**config.mk**
```make
export PLATFORM = sky130hd
export DESIGN_NAME = prefix_alu
export DESIGN_NICKNAME = d
export VERILOG_FILES = /design/src/rtl/alu_pkg.sv /design/src/rtl/alu_op_decode.sv /design/src/rtl/alu_pg_cell.sv /design/src/rtl/alu_hc_tree.sv /design/src/rtl/prefix_alu.sv
export SDC_FILE = /design/constraint.sdc
export NUM_CORES = 1
export LEC_CHECK = 0
export CAP_MARGIN = 20
export CORE_AREA = 2 2 59 61
export CTS_CLUSTER_DIAMETER = 120
export DETAILED_ROUTE_END_ITERATION = 16
export DIE_AREA = 0 0 61 63
export DONT_BUFFER_PORTS = 1
export GPL_ROUTABILITY_DRIVEN = 0
export GPL_TIMING_DRIVEN = 0
export PLACE_DENSITY = 0.69
export SYNTH_ARGS = -nofsm -noshare
export SYNTH_HDL_FRONTEND = slang
export SYNTH_SLANG_ARGS = --single-unit
```
**constraint.sdc**
```tcl
create_clock -name clk -period 7.4 [get_ports clk]
set_clock_uncertainty 0.05 [all_clocks]
set_input_delay 0.74 -clock clk [delete_from_list [all_inputs] [get_ports clk]]
set_output_delay 0.74 -clock clk [all_outputs]
set_load 0.02 [all_outputs]
```
**src/rtl/alu_pkg.sv**
```systemverilog
package alu_pkg;

  typedef enum logic [1:0] {
    ALU_AND = 2'b00,
    ALU_OR  = 2'b01,
    ALU_XOR = 2'b10,
    ALU_ADD = 2'b11
  } alu_op_e;

  // Truth tables indexed by {a_bit, b_bit}: entry 3 is a=1,b=1, entry 0 is a=0,b=0.
  localparam logic [3:0] TT_ZERO = 4'b0000;
  localparam logic [3:0] TT_AND  = 4'b1000;
  localparam logic [3:0] TT_OR   = 4'b1110;
  localparam logic [3:0] TT_XOR  = 4'b0110;

  typedef struct packed {
    logic [3:0] p_tt;   // table for the propagate cell
    logic [3:0] g_tt;   // table for the generate cell
    logic       arith;  // carry network drives the result
  } cell_cfg_t;

endpackage

```
**src/rtl/alu_op_decode.sv**
```systemverilog
module alu_op_decode
  import alu_pkg::*;
(
  input  alu_op_e   op,
  output cell_cfg_t cfg
);

  always_comb begin
    cfg = '{p_tt: TT_ZERO, g_tt: TT_ZERO, arith: 1'b0};
    unique case (op)
      ALU_AND: cfg.p_tt = TT_AND;
      ALU_OR:  cfg.p_tt = TT_OR;
      ALU_XOR: cfg.p_tt = TT_XOR;
      ALU_ADD: begin
        cfg.p_tt  = TT_XOR;
        cfg.g_tt  = TT_AND;
        cfg.arith = 1'b1;
      end
      default: cfg = '{p_tt: TT_ZERO, g_tt: TT_ZERO, arith: 1'b0};
    endcase
  end

endmodule

```
**src/rtl/alu_pg_cell.sv**
```systemverilog
module alu_pg_cell #(
  parameter int W = 8
) (
  input  logic [W-1:0] a,
  input  logic [W-1:0] b,
  input  logic [3:0]   p_tt,
  input  logic [3:0]   g_tt,
  output logic [W-1:0] p,
  output logic [W-1:0] g
);

  // Each bit looks up its two-input function in the programmed table.
  for (genvar i = 0; i < W; i++) begin : g_bit
    logic [1:0] idx;
    assign idx  = {a[i], b[i]};
    assign p[i] = p_tt[idx];
    assign g[i] = g_tt[idx];
  end

endmodule

```
**src/rtl/alu_hc_tree.sv**
```systemverilog
module alu_hc_tree #(
  parameter int W = 8
) (
  input  logic [W-1:0] g,
  input  logic [W-1:0] p,
  input  logic         cin,
  output logic [W:0]   carry
);

  localparam int H = W / 2;
  localparam int L = $clog2(W);

  logic [W-1:0] g0;   // generate with carry-in folded into bit 0
  logic [H-1:0] tg;   // group generate of odd node k (bit 2k+1)
  logic [H-1:0] tp;   // group propagate of odd node k

  assign g0 = {g[W-1:1], g[0] | (p[0] & cin)};

  // Odd-position tree: first level pairs each odd bit with its even
  // neighbour, then L-1 levels of doubling spans among odd nodes only.
  // Descending node order keeps each partner at its previous level value.
  always_comb begin
    for (int k = 0; k < H; k++) begin
      tg[k] = g0[2*k+1] | (p[2*k+1] & g0[2*k]);
      tp[k] = p[2*k+1] & p[2*k];
    end
    for (int s = 1; s < L; s++) begin
      for (int k = H - 1; k >= (1 << (s - 1)); k--) begin
        tg[k] = tg[k] | (tp[k] & tg[k - (1 << (s - 1))]);
        tp[k] = tp[k] & tp[k - (1 << (s - 1))];
      end
    end
  end

  // Closing level: even positions take their odd neighbour's prefix.
  assign carry[0] = cin;
  for (genvar k = 0; k < H; k++) begin : g_even
    assign carry[2*k+2] = tg[k];
    if (k == 0) begin : g_low
      assign carry[1] = g0[0];
    end else begin : g_high
      assign carry[2*k+1] = g0[2*k] | (p[2*k] & tg[k-1]);
    end
  end

endmodule

```
**src/rtl/prefix_alu.sv**
```systemverilog
module prefix_alu
  import alu_pkg::*;
#(
  parameter int W = 8
) (
  input  logic         clk,
  input  logic         rst,
  input  logic         in_valid,
  output logic         in_ready,
  input  logic [1:0]   in_op,
  input  logic [W-1:0] in_a,
  input  logic [W-1:0] in_b,
  input  logic         in_cin,
  output logic         out_valid,
  input  logic         out_ready,
  output logic [W-1:0] out_result,
  output logic         out_cout
);

  // ---------------- operand stage ----------------
  logic         in_vld_q;
  alu_op_e      op_q;
  logic [W-1:0] a_q, b_q;
  logic         cin_q;

  // ---------------- result stage ----------------
  logic         out_vld_q;
  logic [W-1:0] res_q;
  logic         cout_q;

  logic adv_out;
  assign adv_out  = !out_vld_q || out_ready;
  assign in_ready = !in_vld_q || adv_out;

  always_ff @(posedge clk) begin
    if (rst) begin
      in_vld_q <= 1'b0;
      op_q     <= ALU_AND;
      a_q      <= '0;
      b_q      <= '0;
      cin_q    <= 1'b0;
    end else if (in_ready) begin
      in_vld_q <= in_valid;
      if (in_valid) begin
        op_q  <= alu_op_e'(in_op);
        a_q   <= in_a;
        b_q   <= in_b;
        cin_q <= in_cin;
      end
    end
  end

  // ---------------- combinational datapath ----------------
  cell_cfg_t    cfg;
  logic [W-1:0] p_w, g_w, sum_w, res_w;
  logic [W:0]   carry;
  logic         cin_eff, cout_w;

  alu_op_decode u_dec (
    .op  (op_q),
    .cfg (cfg)
  );

  alu_pg_cell #(.W(W)) u_cells (
    .a    (a_q),
    .b    (b_q),
    .p_tt (cfg.p_tt),
    .g_tt (cfg.g_tt),
    .p    (p_w),
    .g    (g_w)
  );

  assign cin_eff = cin_q & cfg.arith;

  alu_hc_tree #(.W(W)) u_tree (
    .g     (g_w),
    .p     (p_w),
    .cin   (cin_eff),
    .carry (carry)
  );

  assign sum_w  = p_w ^ carry[W-1:0];
  assign res_w  = cfg.arith ? sum_w : p_w;
  assign cout_w = cfg.arith & carry[W];

  always_ff @(posedge clk) begin
    if (rst) begin
      out_vld_q <= 1'b0;
      res_q     <= '0;
      cout_q    <= 1'b0;
    end else if (adv_out) begin
      out_vld_q <= in_vld_q;
      if (in_vld_q) begin
        res_q  <= res_w;
        cout_q <= cout_w;
      end
    end
  end

  assign out_valid  = out_vld_q;
  assign out_result = res_q;
  assign out_cout   = cout_q;

  // ---------------- assertions ----------------
  assert_reset_clear_R1: assert property (@(posedge clk)
    $fell(rst) |-> (!out_vld_q && !in_vld_q));

  assert_sum_value_R5: assert property (@(posedge clk) disable iff (rst)
    (in_vld_q && op_q == ALU_ADD) |->
      ({cout_w, res_w} == ({1'b0, a_q} + {1'b0, b_q} + {{W{1'b0}}, cin_q})));

  for (genvar i = 0; i < W; i++) begin : g_carry_chk
    assert_kill_gen_R5: assert property (@(posedge clk) disable iff (rst)
      (in_vld_q && op_q == ALU_ADD && !p_w[i]) |-> (carry[i+1] == g_w[i]));
    assert_pass_R5: assert property (@(posedge clk) disable iff (rst)
      (in_vld_q && op_q == ALU_ADD && p_w[i]) |-> (carry[i+1] == carry[i]));
  end

  assert_logic_no_carry_R6: assert property (@(posedge clk) disable iff (rst)
    (in_vld_q && op_q != ALU_ADD && adv_out) |=> (out_cout == 1'b0));

  assert_advance_R7: assert property (@(posedge clk) disable iff (rst)
    (in_vld_q && adv_out) |=> out_vld_q);

  assert_out_hold_R8: assert property (@(posedge clk) disable iff (rst)
    (out_vld_q && !out_ready) |=> (out_vld_q && $stable(res_q) && $stable(cout_q)));

  assert_in_hold_R8: assert property (@(posedge clk) disable iff (rst)
    (in_vld_q && !adv_out) |=> (in_vld_q && $stable(a_q) && $stable(b_q) && $stable(op_q)));

endmodule

```
==> summary.md, run 1 <==
| Metric | Value |
|---|---|
| Status | `complete, no violations` |
| Synth top area cells | `dfxtp_1, nand2_1, a21oi_1` |
| Synth Register Bits | `30` |
| Die area | `3840 µm²` |
| Antenna diode count | `0` |
| Hold depth | `2` |
| Post-Syn Instances | `227` |
| Dpl hpwl | `2.81 mm` |
| Crit path launch | `op_q[1]` |
| Boundary pin count | `34` |
| MaxCap Viol Count | `0` |
| Die H | `63 µm` |
| Post-synth cell types | `39` |
| Clock sink count | `30` |
| Int Power | `235 µW` |
| Yosys Warn Count | `0` |
| Clk network pwr share | `0.305` |
| Drt total wl | `3.79 mm` |
| Register area share after synthesis | `0.350` |
| Slew headroom | `0.572` |
| Port Buf Inserts | `0` |
| CP endpoint | `out_result[5]` |
| EDFF count, synth | `0` |
| Worst Path Required | `7.61 ns` |
| Sequential Power Share | `0.541` |
| Vias in the first global route | `1423` |
| H-tree depth | `2` |
| Max FO, Critical Path | `10` |
| Routed Antenna Nets | `0` |
| R2R Setup Slk | `3.94 ns` |
| Tcrit/Tclk final | `0.468` |
| Most common cell after layout, fill and taps aside | `nand2_1` |
| Worst-Margin Slew | `0.626 ns` |
| Switching Fraction | `0.296` |
| Max clock buf depth | `2` |
| Post-synth top area share | `0.350` |
| TNS Setup | `0 ns` |
| Pleak | `0.000708 µW` |
| Starting Density | `0.530` |
| Crit Reg-Reg Startpoint | `op_q[1]` |
| Max VDD drop | `0.000133 V` |
| Syn_nets | `255` |
| Drt pass-1 iters | `4` |
| Cell Area, Synth | `1710 µm²` |
| Area leader, netlist | `dfxtp_1` |
| Width of the die | `61 µm` |
| PD cells | `183 nW/µm²` |
| Number of remaining DRC errors | `0` |
| Final number of setup-violating endpoints | `0` |
| Synthesized area per cell | `7.55 µm²` |
| RSZ-0062 raised after global routing | `false` |
| Root Buffer Master | `clkbuf_4` |
| Non-Filler Cell Area, Final | `1830 µm²` |
| First-pass GRT wire length | `6.58 mm` |
| Max Freq | `289 MHz` |
| Critical path class | `reg -> reg` |
| Fin. Hold Viols | `0` |
| TritonCTS clock tree | `yes` |
| Overall Power | `334 µW` |
| Asr flop ratio synth | `0` |
| Routed len/inst | `13.5 µm` |
| Largest net degree at the start of global routing | `11` |
| Worst Path Arrival | `3.67 ns` |
| Most frequent cells in the layout | `nand2_1, a21oi_1, dfxtp_1` |
| Placed inst area | `1770 µm²` |
| Reg clk slew, reported paths | `0.10 ns` |
| Worst setup EP type | `flip-flop` |
| PnR worst setup slack | `3.94 ns` |
| Total track usage | `0.224` |
| Psw | `99.0 µW` |
| Worst hold start | `cin_q` |
| Total grt overflow | `0` |
| Post-CTS Hold Buffers | `0` |
| Insertion delay to the later sink of the worst-skew pair | `0.33 ns` |
| Worst R2R Path Depth | `16` |
| PostCTS Resize Cnt | `0` |
| CTS Buf Count | `5` |
| Proportion of layout cells with a drive suffix above 1 | `0.0894` |
| Critical Path Start Type | `flip-flop` |
| Synth Flop Type | `dfxtp_1` |
| Core ar. | `3230 µm²` |
| Hold WS | `0.421 ns` |
| Post-CTS Setup Inserts | `0` |
| Min cycle time layout | `3.46 ns` |
| HP Class | `reg -> reg` |
| Nets | `262` |
| Cell Rows | `21` |
| Initial antenna violation count | `0` |
| Max-slew violation count | `0` |
| Comb pwr share | `0.154` |
| Syn-to-layout area delta | `6.86%` |
| DP Worst Slack | `3.96 ns` |
| R2R Path End | `out_result[5]` |
| Vias | `1568` |
| Initial DRC count | `92` |
| DR vias/cell | `5.58` |
-- cells by family (layout without fill, tap and decap cells) --
logic type,after synthesis,count (layout),share of synthesized area
xor gates and xnor gates,3,3,0.0153
and+or+nand+nor,85,85,0.212
adders and majority gates,6,6,0.0431
DFF,30,30,0.350
AOI/OAI and AO/OA,77,77,0.303
buffers and inverters,26,34,0.0766
-- state kept, by name, summed over array words and instances, names as in the netlist --
name	count
op_q	2
b_q	8
out_valid	1
a_q	8
cin_q	1
in_vld_q	1
out_cout	1
out_result	8
-- worst min-delay path by stage --
stage | endpoint | slack (ns)
2_1_floorplan | cin_q | 0.38
3_3_place_gp | cin_q | 0.40
3_5_place_dp | cin_q | 0.41
4_1_cts | cin_q | 0.42
5_1_grt | cin_q | 0.44
6_report | cin_q | 0.42
-- cell usage after synthesis, drive strengths merged, types with 3 or more instances --
| cell type | n |
|---|---|
| a21oi | 36 |
| clkbuf | 13 |
| a21o | 5 |
| nand3 | 6 |
| and3 | 3 |
| nand2 | 50 |
| inv | 4 |
| buf | 9 |
| dfxtp | 30 |
| a311oi | 10 |
| o21ai | 5 |
| a211oi | 6 |
| ha | 5 |
| nor2 | 17 |
-- power by group through the flow --
stage | registers (µW) | clock network [µW] | logic, µW
6_report | 181 | 102 | 51.5
5_1_grt | 182 | 113 | 58.5
4_1_cts | 181 | 106 | 51.6
3_5_place_dp | 185 | 0 | 51.4
3_3_place_gp | 184 | 0 | 51.0
2_1_floorplan | 183 | 0 | 41.7
-- through the flow --
stage / cells / util
after floorplan: 227 / -
after global placement: 273 / 0.548
after detailed placement: 273 / 0.548
after CTS: 281 / 0.567
after global routing: 281 / 0.567
final: 281 / 0.567
-- critical path, stage by stage, from the launching register on --
cell and delay, ns:
dfxtp_1 0.33, buf_4 0.16, buf_2 0.25, clkbuf_1 0.42
and3_1 0.24, ha_1 0.14, a41o_1 0.09, ha_1 0.14
a41o_1 0.11, o21ai_0 0.09, o31ai_1 0.39, ha_1 0.24
a21o_1 0.12, a21oi_1 0.06, o21ai_0 0.16, o221ai_1 0.15
a211oi_1 0.25
-- area by class of cell --
class                           count  area [µm²]
Sequential cell                    30         601
Clock inverter                      1        5.00
Tap cell                           46        57.6
Clock buffer                        7        55.1
Multi-Input combinational cell    171         982
Buffer                             22         116
Fill cell                         314        1400
Inverter                            4        15.0
-- layer usage --
layer,wire (µm),track usage,up-vias
li1,-,-,824
met5,0,0,-
met3,220,0.0580,7
met1,1880,0.327,689
met4,41,0.0734,0
met2,1660,0.315,48
Power figures use the tool's default switching activity.
==> inputs of run 2 (changes only) <==
--- a/config.mk
+++ b/config.mk
@@ -13,7 +13,7 @@
 export DONT_BUFFER_PORTS = 1
 export GPL_ROUTABILITY_DRIVEN = 0
 export GPL_TIMING_DRIVEN = 0
-export PLACE_DENSITY = 0.69
+export PLACE_DENSITY = 0.72
 export SYNTH_ARGS = -nofsm -noshare
 export SYNTH_HDL_FRONTEND = slang
 export SYNTH_SLANG_ARGS = --single-unit
==> constraint.sdc (replaced) <==
create_clock -name clk -period 2.95 [get_ports clk]
set_clock_uncertainty 0.05 [all_clocks]
set_input_delay 0.295 -clock clk [delete_from_list [all_inputs] [get_ports clk]]
set_output_delay 0.295 -clock clk [all_outputs]
set_load 0.02 [all_outputs]
==> summary.md, run 2 (synthesis gave the netlist of run 1 again) <==
| Metric | Value |
|---|---|
| Status | `complete, but fails checks` |
| Failing checks | `negative setup slack` |
| Starting Density | `0.530` |
| Total track usage | `0.233` |
| Critical path class | `reg -> reg` |
| Antenna diode count | `0` |
| M1 wire length | `1.97 mm` |
| PnR worst setup slack | `-0.00379 ns` |
| CP Cell Sequence | `or2_4 > a21oi_4 > a311oi_2 > ha_2 > a41o_1 > ha_2 > a41o_1 > o21ai_2 > o31ai_4 > a21o_1 > ha_2 > a21o_1 > a211oi_2 > nand2b_4 > o21ai_2 > a21oi_1` |
| CP Depth | `16` |
| Total grt overflow | `0` |
| First-pass GRT wire length | `6.82 mm` |
| Reg clk slew, reported paths | `0.09 ns` |
| Max clock buf depth | `2` |
| Met2 wire length | `2.00 mm` |
| TNS Setup | `-0.00379 ns` |
| Critical Path Start Type | `flip-flop` |
| Buf/Inv on CP | `0` |
| Width of the die | `61 µm` |
| Cell family with most CP delay | `compound AO/OA/AOI/OAI gates` |
| Placed inst area | `1780 µm²` |
| Initial antenna violation count | `0` |
| MaxCap Viol Count | `0` |
| Syn-to-layout area delta | `14.3%` |
| Int Power | `598 µW` |
| Fillers | `314` |
| Most common cell after layout, fill and taps aside | `nand2_1` |
| Max-slew violation count | `0` |
| Final number of setup-violating endpoints | `1` |
| Proportion of layout cells with a drive suffix above 1 | `0.183` |
| CTS Buf Count | `5` |
| Slowest-stage cell, CP | `dfxtp_4` |
| Die area | `3840 µm²` |
| Cell Rows | `21` |
| Routed len/inst | `14.8 µm` |
| Min cycle time layout | `2.95 ns` |
| Drt total wl | `4.24 mm` |
| Multi-input logic area | `1050 µm²` |
| RSZ-0062 raised after global routing | `true` |
| Worst Path Required | `3.16 ns` |
| R2R Setup Slk | `-0.004 ns` |
| Root Buffer Master | `clkbuf_4` |
| Drt pass-1 iters | `4` |
| Max VDD drop | `0.000299 V` |
| Clk network pwr share | `0.298` |
| Dpl hpwl | `2.83 mm` |
| Port Buf Inserts | `0` |
| HP Class | `in -> reg` |
| Sequential Power Share | `0.533` |
| Initial DRC count | `85` |
| Die H | `63 µm` |
| Most frequent cells in the layout | `nand2_1, a21oi_1, dfxtp_1` |
| Worst R2R Path Depth | `16` |
| Boundary pin count | `34` |
| Worst setup EP type | `flip-flop` |
| Worst Path Arrival | `3.16 ns` |
| Core ar. | `3230 µm²` |
| Tcrit/Tclk final | `1.00` |
| Largest net degree at the start of global routing | `12` |
| Vias in the first global route | `1453` |
| PD cells | `437 nW/µm²` |
| TritonCTS clock tree | `yes` |
| Slew headroom | `0.585` |
| Crit path largest cell delay | `0.37 ns` |
| Max FO, Critical Path | `6` |
| H-tree depth | `2` |
| Comb pwr share | `0.168` |
| Hold depth | `2` |
| Routed Antenna Nets | `0` |
| FF/Latch Area | `609 µm²` |
| Vias | `1632` |
| DR vias/cell | `5.69` |
| Worst-Margin Slew | `0.607 ns` |
| DR WL met3 | `235 µm` |
| Top Metal Used | `met4` |
| Non-Filler Cell Area, Final | `1960 µm²` |
| Max Freq | `339 MHz` |
| Clock sink count | `30` |
| Pleak | `0.000746 µW` |
| Nets | `268` |
| Switching Fraction | `0.302` |
| Fin. Hold Viols | `0` |
| Crit-path most repeated cell | `ha_2` |
| Number of remaining DRC errors | `0` |
| Psw | `258 µW` |
| Insertion delay to the later sink of the worst-skew pair | `0.33 ns` |
[run 2: worst paths after layout]
kind                 from            end
hold / removal    in_b[0]         b_q[0]
setup reg to reg  op_q[0]  out_result[7]
setup / recovery  op_q[0]  out_result[7]
hold reg to reg     cin_q          cin_q
[run 2: area by class of cell]
class | instances | share of cell area
tap | 46 | 0.0294
clock inverter | 1 | 0.00255
buffer | 19 | 0.0530
clock buffer | 7 | 0.0281
timing repair buffer | 9 | 0.0345
sequential | 30 | 0.311
inverter | 4 | 0.00766
multi-input combinational | 171 | 0.534
[run 2: repair_timing]
item / 4_1_cts / 5_1_grt
hold buffers: 0 / 0
cloned: 0 / 0
endpoints found under the hold margin: 0 / 0
endpoints found under the setup margin: 5 / 3
gates resized for setup: 18 / 9
pin swaps: 8 / 10
buffers inserted: 5 / 4
[run 2: per-layer routing]
layer  GRT usage  vias to the layer above
li1            -                      834
met1       0.321                      741
met2       0.359                       51
met3      0.0580                        6
met4      0.0598                        0
met5           0                        -
[run 2: stage by stage]
| step | total power (µW) | setup slack, ns | hold slack, ns | utilization | cells |
|---|---|---|---|---|---|
| after floorplan | 565 | -0.0169 | 0.362 | - | 227 |
| after global placement | 591 | -0.481 | 0.369 | 0.551 | 273 |
| after detailed placement | 594 | -0.500 | 0.376 | 0.551 | 273 |
| after CTS | 846 | -0.0123 | 0.0377 | 0.586 | 283 |
| after global routing | 897 | -0.151 | 0.0324 | 0.606 | 287 |
| final | 856 | -0.00379 | 0.0332 | 0.606 | 287 |
[run 2: worst register-to-register path: stages (launching register included)]
cell and delay [ns]:
dfxtp_4 0.37, or2_4 0.28, a21oi_4 0.13, a311oi_2 0.06, ha_2 0.19, a41o_1 0.20
ha_2 0.16, a41o_1 0.22, o21ai_2 0.09, o31ai_4 0.10, a21o_1 0.18, ha_2 0.16
a21o_1 0.17, a211oi_2 0.18, nand2b_4 0.15, o21ai_2 0.05, a21oi_1 0.14
[run 2: power by group through the flow]
stage / logic (µW) / clock network, µW / registers [µW]
final: 144 / 255 / 457
after detailed placement: 130 / 0 / 464
after global placement: 128 / 0 / 463
after floorplan: 106 / 0 / 459
after CTS: 133 / 257 / 456
after global routing: 162 / 275 / 460
